**src/rtl/primary_timebase_pkg.sv**
```systemverilog
package primary_timebase_pkg;
  // Strobes passed from the control to the datapath each cycle
  typedef struct packed {
    logic load;   // engine write: load new count
    logic inc;    // prescaler terminal count: advance
  } tbStrobe_t;
endpackage

```
**src/rtl/primary_timebase_ctrl.sv**
```systemverilog
module primary_timebase_ctrl
  import primary_timebase_pkg::*;
#(
  parameter int SYS_DIV_W   = 8,
  parameter int EXT_DIV_W   = 8,
  parameter int SYNC_STAGES = 2
) (
  input  logic                 clk,
  input  logic                 rstN,
  input  logic                 extClkIn,
  input  logic                 cfgSrcExt,
  input  logic [SYS_DIV_W-1:0] cfgSysDiv,
  input  logic [EXT_DIV_W-1:0] cfgExtDiv,
  input  logic                 engWrEn,
  output tbStrobe_t            strobe
);
  localparam int PRE_W = (SYS_DIV_W + 1 > EXT_DIV_W) ? SYS_DIV_W + 1 : EXT_DIV_W;

  // Synchroniser chain for the external pin
  logic [SYNC_STAGES-1:0] syncChain;
  logic                   prevLvl;
  logic                   extEdge;

  generate
    if (SYNC_STAGES == 1) begin : g_sync1
      always_ff @(posedge clk) begin
        if (!rstN) syncChain <= '0;
        else       syncChain <= extClkIn;
      end
    end else begin : g_syncN
      always_ff @(posedge clk) begin
        if (!rstN) syncChain <= '0;
        else       syncChain <= {syncChain[SYNC_STAGES-2:0], extClkIn};
      end
    end
  endgenerate

  always_ff @(posedge clk) begin
    if (!rstN) prevLvl <= 1'b0;
    else       prevLvl <= syncChain[SYNC_STAGES-1];
  end

  assign extEdge = syncChain[SYNC_STAGES-1] & ~prevLvl;

  // Active (applied) configuration, taken over at terminal count or write
  logic                 activeSrc;
  logic [SYS_DIV_W-1:0] activeSysDiv;
  logic [EXT_DIV_W-1:0] activeExtDiv;
  logic [PRE_W-1:0]     preCnt;
  logic                 sysTerm;
  logic                 extTerm;
  logic                 term;
  logic                 preStep;

  assign sysTerm = (preCnt == PRE_W'({activeSysDiv, 1'b1}));
  assign extTerm = extEdge && (preCnt == PRE_W'(activeExtDiv));
  assign term    = activeSrc ? extTerm : sysTerm;
  assign preStep = activeSrc ? extEdge : 1'b1;

  always_ff @(posedge clk) begin
    if (!rstN) begin
      preCnt       <= '0;
      activeSrc    <= 1'b0;
      activeSysDiv <= '0;
      activeExtDiv <= '0;
    end else if (engWrEn || term) begin
      preCnt       <= '0;
      activeSrc    <= cfgSrcExt;
      activeSysDiv <= cfgSysDiv;
      activeExtDiv <= cfgExtDiv;
    end else if (preStep) begin
      preCnt <= preCnt + 1'b1;
    end
  end

  assign strobe.load = engWrEn;
  assign strobe.inc  = term && !engWrEn;

  // system-clock phase steps by one each non-terminal cycle
  p_sys_phase_r2: assert property (@(posedge clk) disable iff (!rstN)
    (!activeSrc && !engWrEn && !term) |=> (preCnt == PRE_W'($past(preCnt) + 1'b1)));

  // even ratio of at least two means no back-to-back ticks in system mode
  p_sys_gap_r2: assert property (@(posedge clk) disable iff (!rstN)
    (!activeSrc && strobe.inc && !cfgSrcExt) |=> !strobe.inc);

  // phase frozen between synchronised external edges
  p_ext_hold_r3: assert property (@(posedge clk) disable iff (!rstN)
    (activeSrc && !engWrEn && !extEdge) |=> $stable(preCnt));

  // applied setting changes only at terminal count or engine write
  p_cfg_hold_r7: assert property (@(posedge clk) disable iff (!rstN)
    (!engWrEn && !term) |=> $stable({activeSrc, activeSysDiv, activeExtDiv}));

  // a write restarts the phase
  p_phase_reset_r4: assert property (@(posedge clk) disable iff (!rstN)
    engWrEn |=> (preCnt == '0));
endmodule

```
**src/rtl/primary_timebase_dp.sv**
```systemverilog
module primary_timebase_dp
  import primary_timebase_pkg::*;
#(
  parameter int CNT_W = 24
) (
  input  logic             clk,
  input  logic             rstN,
  input  tbStrobe_t        strobe,
  input  logic [CNT_W-1:0] wrData,
  output logic [CNT_W-1:0] count,
  output logic             ovf
);
  localparam logic [CNT_W-1:0] CNT_MAX = {CNT_W{1'b1}};

  always_ff @(posedge clk) begin
    if (!rstN) begin
      count <= '0;
      ovf   <= 1'b0;
    end else if (strobe.load) begin
      count <= wrData;
      ovf   <= 1'b0;
    end else if (strobe.inc) begin
      count <= count + 1'b1;
      ovf   <= (count == CNT_MAX);
    end else begin
      ovf   <= 1'b0;
    end
  end

  // engine write lands in the count
  p_load_r4: assert property (@(posedge clk) disable iff (!rstN)
    strobe.load |=> (count == $past(wrData)));

  // each tick adds exactly one
  p_inc_r9: assert property (@(posedge clk) disable iff (!rstN)
    (strobe.inc && !strobe.load) |=> (count == CNT_W'($past(count) + 1'b1)));

  // with no tick and no engine write the count holds
  p_hold_r5: assert property (@(posedge clk) disable iff (!rstN)
    (!strobe.inc && !strobe.load) |=> $stable(count));

  // overflow strobe shows the wrapped zero
  p_ovf_zero_r6: assert property (@(posedge clk) disable iff (!rstN)
    ovf |-> (count == '0));

  // overflow lasts one cycle
  p_ovf_pulse_r6: assert property (@(posedge clk) disable iff (!rstN)
    ovf |=> !ovf);
endmodule

```
**src/rtl/primary_timebase.sv**
```systemverilog
module primary_timebase
  import primary_timebase_pkg::*;
#(
  parameter int CNT_W       = 24,
  parameter int SYS_DIV_W   = 8,
  parameter int EXT_DIV_W   = 8,
  parameter int SYNC_STAGES = 2
) (
  input  logic                 clk,
  input  logic                 rstN,
  input  logic                 extClkIn,
  input  logic                 cfgSrcExt,
  input  logic [SYS_DIV_W-1:0] cfgSysDiv,
  input  logic [EXT_DIV_W-1:0] cfgExtDiv,
  input  logic                 engWrEn,
  input  logic [CNT_W-1:0]     engWrData,
  output logic [CNT_W-1:0]     engRdData,
  input  logic                 hostWrEn,
  input  logic [CNT_W-1:0]     hostWrData,
  output logic [CNT_W-1:0]     hostRdData,
  output logic [CNT_W-1:0]     countOut,
  output logic                 tickOut,
  output logic                 ovfOut
);
  tbStrobe_t strobe;
  logic      hostWrUnused;

  // Host side has read access only; its write lines reach nothing
  assign hostWrUnused = ^{hostWrEn, hostWrData};

  primary_timebase_ctrl #(
    .SYS_DIV_W  (SYS_DIV_W),
    .EXT_DIV_W  (EXT_DIV_W),
    .SYNC_STAGES(SYNC_STAGES)
  ) ctrl_i (
    .clk      (clk),
    .rstN     (rstN),
    .extClkIn (extClkIn),
    .cfgSrcExt(cfgSrcExt),
    .cfgSysDiv(cfgSysDiv),
    .cfgExtDiv(cfgExtDiv),
    .engWrEn  (engWrEn),
    .strobe   (strobe)
  );

  primary_timebase_dp #(
    .CNT_W(CNT_W)
  ) dp_i (
    .clk   (clk),
    .rstN  (rstN),
    .strobe(strobe),
    .wrData(engWrData),
    .count (countOut),
    .ovf   (ovfOut)
  );

  assign engRdData  = countOut;
  assign hostRdData = countOut;
  assign tickOut    = strobe.inc;
endmodule

```
**config.mk**
```make
export PLATFORM = sky130hd
export DESIGN_NAME = primary_timebase
export DESIGN_NICKNAME = d
export VERILOG_FILES = /design/src/rtl/primary_timebase_pkg.sv /design/src/rtl/primary_timebase_ctrl.sv /design/src/rtl/primary_timebase_dp.sv /design/src/rtl/primary_timebase.sv
export SDC_FILE = /design/constraint.sdc
export NUM_CORES = 1
export LEC_CHECK = 0
export ABC_AREA = 0
export BUFFER_PORTS_ARGS = -buffer_cell sky130_fd_sc_hd__buf_2
export CORE_ASPECT_RATIO = 1.25
export CORE_MARGIN = 5
export CORE_UTILIZATION = 45
export CTS_BUF_LIST = sky130_fd_sc_hd__clkbuf_8
export CTS_CLUSTER_SIZE = 8
export DETAILED_ROUTE_END_ITERATION = 8
export PLACE_DENSITY = 0.86
export SETUP_SLACK_MARGIN = 0.5
export SLEW_MARGIN = 20
export SYNTH_ARGS = -nofsm -noshare
export SYNTH_HDL_FRONTEND = slang
export SYNTH_SLANG_ARGS = --single-unit
export TNS_END_PERCENT = 20
```
**constraint.sdc**
```tcl
create_clock -name clk -period 2.62 [get_ports clk]
set_input_delay 0.524 -clock clk [delete_from_list [all_inputs] [get_ports clk]]
set_output_delay 0.524 -clock clk [all_outputs]
set_load 0.02 [all_outputs]
```
### Word level (Yosys, flattened, before mapping)

Cells that the tools add are included.

| cells by class | value |
|---|---|
| equal/unequal tests | 3 |
| $add $sub $neg | 2 |
| bitwise logic cells | 4 |
| muxes and demuxes | 4 |
| reductions and logical operators | 7 |

Operators by type and width:

| kind | count |
|---|---|
| 2-to-1 mux 24 bit | 2 |
| adder 24 x 1 -> 24 bit, second input constant | 1 |
| equality test 24 bit, second input constant | 1 |
| adder 9 x 1 -> 9 bit, second input constant | 1 |
| equality test 9 x 8 -> 1 bit | 1 |
| equality test 9 bit | 1 |
| NOT 1 bit | 3 |
| OR reduction 3 bit | 1 |
| logical AND 1 bit | 2 |
| 2-to-1 mux 1 bit | 2 |
| nonzero test 2 bit | 1 |
| OR reduction 2 bit | 1 |
| bitwise AND 1 bit | 1 |
| logical NOT 1 bit | 1 |
| logical OR 1 bit | 1 |

| storage, ports and cells | value |
|---|---|
| word-level logic and storage cells | 28 |
| output and inout bits | 74 |
| register bits | 54 |
| bits of input ports | 70 |

### Logic depth before layout (Yosys ltp)

| depth | value |
|---|---|
| depth in word-level cells | 7 |
| depth in mapped cells | 8 |
| mapped depth without buffers | 6 |

### Hierarchy

From an unflattened synthesis, not the netlist that was laid out.

| unflattened totals | value |
|---|---|
| cells, all modules | 370 |
| area total of the unflattened synthesis | 3103.0 µm² |

By module, submodules not included:

| module | cells each | times used | sequential area each (µm²) | area an instance (µm²) |
|---|---|---|---|---|
| primary_timebase_ctrl | 154 | 1 | 580.6 | 1377.6 |
| primary_timebase_dp | 168 | 1 | 500.5 | 1365.1 |
| primary_timebase | 48 | 1 | 0.0 | 360.3 |

### Worst setup path after synthesis

OpenSTA, ideal clock, no wires.

| path | value |
|---|---|
| kind | reg-to-reg |
| from | reg dp_i.count[0] |
| to | reg dp_i.count[22] |
| arrival | 2.075 ns |
| required time | 2.558 ns |
| path buffers | 1 |
| slack | 0.483 ns |
| period minus slack after synthesis | 2.137 ns |
| cell stages (with the launch flop) | 8 |
| setup time | 0.062 ns |
| cell sequence | dfxtp_1 -> ha_1 -> nand3_1 -> or3_1 -> or4_1 -> buf_2 -> a211o_1 -> nand3_1 |

| on the way | value |
|---|---|
| word-level cells in the longest chain between the ends | 3 |

Ends and longest elaborated chain:

| what | RTL line | text |
|---|---|---|
| start, declared | primary_timebase_dp.sv:10 | `output logic [CNT_W-1:0] count,` |
| start signal, assigned | primary_timebase_dp.sv:20 | `count <= wrData;` |
| start signal, assigned | primary_timebase_dp.sv:23 | `count <= count + 1'b1;` |
| adder 24 x 1 -> 24 bit | primary_timebase_dp.sv:23 |  |
| 2-to-1 mux 24 bit | primary_timebase_dp.sv:22 | `end else if (strobe.inc) begin` |
| 2-to-1 mux 24 bit | primary_timebase_dp.sv:19 | `end else if (strobe.load) begin` |

No other way between the ends. The select of a mux whose other input is x is not followed.
A chain may end at the register's enable or synchronous reset.

### Final worst setup path

| path | value |
|---|---|
| from | reg ctrl_i.preCnt[4] |
| to | out tickOut |

| on the way | value |
|---|---|
| word-level cells in the longest chain between the ends | 4 |
| elaborated cells between the ends (all ways) | 5 |
| those cells by class | 2 x eq/ne; 1 x mux; 2 x reduce/logical |

Ends and longest elaborated chain:

| what | RTL line | text |
|---|---|---|
| start, declared | primary_timebase_ctrl.sv:49 | `logic [PRE_W-1:0] preCnt;` |
| start signal, assigned | primary_timebase_ctrl.sv:72 | `preCnt <= preCnt + 1'b1;` |
| equality test 9 x 8 -> 1 bit | primary_timebase_ctrl.sv:56 | `assign extTerm = extEdge && (preCnt == PRE_W'(activeExtDiv));` |
| logical AND 1 bit | primary_timebase_ctrl.sv:56 |  |
| 2-to-1 mux 1 bit (*) | primary_timebase_ctrl.sv:57 | `assign term = activeSrc ? extTerm : sysTerm;` |
| logical AND 1 bit (*) | primary_timebase_ctrl.sv:77 | `assign strobe.inc = term && !engWrEn;` |
| end, declared | primary_timebase.sv:22 | `output logic tickOut,` |

Every way passes the cells marked *; elsewhere a longest branch is shown, timed or not.

==> results_tabular.tex <==
\begin{tabular}{lr}
\hline
Metric & Value \\
\hline
\multicolumn{2}{l}{\textbf{Clocking}} \\
\quad Num Clock Sinks & 54 \\
\quad CTS Buf Count & 5 \\
\quad Clock tree from TritonCTS & built \\
\quad Number of H-tree levels & 2 \\
\quad CTS clk-pin slew, worst paths & about 100 ps \\
\quad Clock buffer depth & 2 \\
\quad Cell chosen for the clock root & clkbuf\_8 \\
\quad Clock Latency Late Sink & 310 ps \\
\multicolumn{2}{l}{\textbf{Min path}} \\
\quad Worst hold path type & in2reg \\
\multicolumn{2}{l}{\textbf{Floorplan}} \\
\quad Area of the core region & around 8100 µm² \\
\quad Ports placed on the boundary & 144 \\
\quad Die outline area & 10,200 µm² \\
\quad Die height & 112 µm \\
\quad Initial core utilization & 0.455 \\
\quad Cell row count & 37 \\
\quad Horizontal extent of the die & 91.2 µm \\
\multicolumn{2}{l}{\textbf{Synth}} \\
\quad Library cell occupying the most area in the post-synthesis netlist & dfxtp\_1 \\
\quad Yosys warning count & 0 \\
\quad Syn\_nets & $\sim$510 \\
\quad Top-area cell type share of the netlist area & 0.291 \\
\quad Average size of a mapped cell & 8.43 µm² \\
\quad Register area share after synthesis & 0.291 \\
\quad Netlist area before placement & 3710 µm² \\
\quad Ranking of synthesized cells by area & dfxtp\_1, buf\_4, nand2\_1 \\
\quad Seq cells post-synth & 54 \\
\quad Post-synthesis async set-or-reset flop share & 0 \\
\quad Count of flip-flops with a built-in enable after synthesis & 0 \\
\quad Count leader, synth & dfxtp\_1 \\
\quad Gate Count Post-Synth & 440 \\
\quad Unique masters post-synth & 62 \\
\quad Leading cell types by count after synthesis & dfxtp\_1, buf\_4, nand2\_1 \\
\quad Post-synth top flop & dfxtp\_1 \\
\multicolumn{2}{l}{\textbf{Timing}} \\
\quad Worst-Margin Slew & 738 ps \\
\quad Peak Freq & around 0.43 GHz \\
\quad Setup Total Neg Slack & 0 ps \\
\quad RSZ-0062 raised after global routing & yes \\
\quad Headroom to the max-slew limit & 0.504 \\
\quad Minimum period implied by the final worst setup slack & 2310 ps \\
\quad Part of the cycle the worst path needs & 0.882 \\
\quad Max-slew violation count & 0 \\
\quad Setup violators final & 0 \\
\quad Hold Vio Cnt, Final & 0 \\
\quad Layout Skew & 16.6 ps \\
\multicolumn{2}{l}{\textbf{Detailed routing}} \\
\quad First-pass iteration count of the detailed router & 6 \\
\quad Wirelength, routed & 9610 µm \\
\quad Count of routing violations after the opening detailed-route iteration & 299 \\
\quad Post-route antenna net violation count & 0 \\
\quad Remaining routing DRC violations & 0 \\
\quad Vias & 3,496 \\
\quad Routed WL per cell & approximately 16 µm \\
\quad Post-detailed-route via-to-cell ratio & approximately 5.8 \\
\multicolumn{2}{l}{\textbf{Worst setup path}} \\
\quad Delay contributed by the slowest stage of the critical path & 370 ps \\
\quad Register-to-Register Path Depth & 11 \\
\quad R2r startpoint & ctrl\_i.preCnt[4] \\
\quad Type of element launching the critical path & register \\
\quad Launch point of the critical path & ctrl\_i.preCnt[4] \\
\quad RR Endpoint & dp\_i.ovf \\
\quad Crit path capture type & output port \\
\quad Required @ worst endpoint & 2100 ps \\
\quad Cell breakdown of the critical path & xor2\_1 > nor3b\_2 > a31oi\_1 > nor2\_1 > buf\_4 \\
\quad Max FO, Critical Path & 7 \\
\quad Setup slack on the worst flop-to-flop path & 400 ps \\
\quad Kind of critical path & reg2out \\
\quad Slowest CP cell & dfxtp\_2 \\
\quad Worst endpoint data arrival time & 1790 ps \\
\quad Worst setup path endpoint & tickOut \\
\multicolumn{2}{l}{\textbf{Final layout}} \\
\quad Area taken by multi-input logic gates & 2150 µm² \\
\quad Finished Layout Cells & 608 \\
\quad Filler cell count in the final layout & 764 \\
\quad Area growth from synthesis to layout & 14.6\% \\
\quad Number of diodes added for antenna fixing & 0 \\
\quad Share of post-route cells with drive strength above 1 & 0.370 \\
\quad Sequential standard cell area & about 1100 µm² \\
\quad Number of nets at the end of the flow & 582 \\
\multicolumn{2}{l}{\textbf{Placement}} \\
\quad Number of placed instances with taps included & 587 \\
\quad Final weighted congestion in routability-driven placement & a little under 0.9 \\
\quad Placed wire-length estimate & 7040 µm \\
\quad Count of input and output buffers & 118 \\
\multicolumn{2}{l}{\textbf{Outcome}} \\
\quad Run status & completed \\
\multicolumn{2}{l}{\textbf{Global route}} \\
\quad Wire length of the first global-routing pass & 15,600 µm \\
\quad All-Layer GR Usage & 0.179 \\
\quad Antenna violations before repair & 0 \\
\quad Largest net degree at the start of global routing & 69 \\
\quad Overflow after GRT & 0 \\
\quad Vias in the first global route & 3,378 \\
\multicolumn{2}{l}{\textbf{Power}} \\
\quad Worst-case vdd ir drop & between 0.0002 and 0.00025 V \\
\quad Standby leakage power & 2.02 nW \\
\quad Pwr/cell area & 452 nW/µm² \\
\multicolumn{2}{l}{\textbf{Run}} \\
\quad Count of maximum capacitance violations & 0 \\
\hline
\end{tabular}
==> flip-flops by register name (all words and copies together) (netlist names) <==
signal	count
dp_i.count	24
ctrl_i.preCnt	9
ctrl_i.activeExtDiv	8
ctrl_i.activeSysDiv	8
ctrl_i.syncChain	2
ctrl_i.activeSrc	1
ctrl_i.prevLvl	1
dp_i.ovf	1
==> worst max-delay path: cells and delay by family, from the launching register on <==
| family | cells | cell delay (ps) |
|---|---|---|
| AO/OA/AOI/OAI | 1 | 160 |
| buffers and inverters | 1 | 180 |
| XOR/XNOR | 1 | 190 |
| flip-flops | 1 | 370 |
| AND/OR/NAND/NOR | 2 | 570 |
==> cells by family after synthesis <==
family	Yosys count	synth area share
AND/OR/NAND/NOR	198	0.325
buffers and inverters	81	0.142
AO/OA/AOI/OAI	63	0.121
flip-flops	54	0.291
XOR/XNOR	24	0.0647
multiplexers	18	0.0489
adder cells (fa/ha/maj)	2	0.00674
==> layout make-up <==
cell class                 instances  area share
clock buffer                       5      0.0162
clock inverter                     3     0.00500
inverter                           1    0.000883
multi-input combinational        305       0.506
sequential                        54       0.257
tap                               97      0.0285
timing repair buffer             143       0.186
==> timing repair <==
item,4_1_cts,5_1_grt
endpoints found under the setup margin,15,9
setup buffers,12,1
hold buffers,0,0
gates cloned,0,0
gates resized for setup,14,3
pin swaps,8,2
==> cells in the final DEF (no fill, tap or decap), types with 7 or more instances in the layout <==
cell / count
nor2_1: 12
and3_1: 23
nand2_1: 49
buf_4: 24
xnor2_1: 7
buf_2: 117
dfxtp_2: 8
mux2i_1: 17
nand3_1: 31
nor4b_1: 10
xor2_1: 10
dfxtp_1: 45
nand4_1: 14
o21ai_0: 17
o211ai_1: 7
==> routing by layer <==
| layer | GRT usage | share of wire |
|---|---|---|
| met3 | 0.0338 | 0.063 |
| met5 | 0 | 0 |
| met4 | 0.0656 | 0.021 |
| met1 | 0.214 | 0.40 |
| met2 | 0.314 | 0.51 |
==> worst min path at each step <==
stage,from,to,slack [ps],cells past startpoint
floorplan,ctrl_i.syncChain[0],ctrl_i.syncChain[1],410,1
global placement,ctrl_i.syncChain[0],ctrl_i.syncChain[1],420,1
detailed placement,ctrl_i.syncChain[0],ctrl_i.syncChain[1],420,1
CTS,extClkIn,ctrl_i.syncChain[0],420,2
global route,extClkIn,ctrl_i.syncChain[0],430,2
finish,extClkIn,ctrl_i.syncChain[0],430,2
==> power by group <==
group	switching, mW	internal, mW
Sequential	0.0806	0.872
Clock	0.291	0.189
Combinational	0.294	0.195
Total	0.665	1.26
==> metrics by stage <==
stage | setup WS (ps) | power (mW) | instance area (µm²) | utilization | hold slack [ps]
floorplan | 564 | 1.35 | 3710 | - | 412
global placement | 295 | 1.42 | 3980 | 0.489 | 425
finish | 309 | 1.92 | 4250 | 0.522 | 425
global route | 203 | 2.01 | 4250 | 0.522 | 429
CTS | 300 | 1.93 | 4240 | 0.520 | 419
detailed placement | 420 | 1.44 | 4000 | 0.491 | 423
Power figures use the tool's default switching activity.
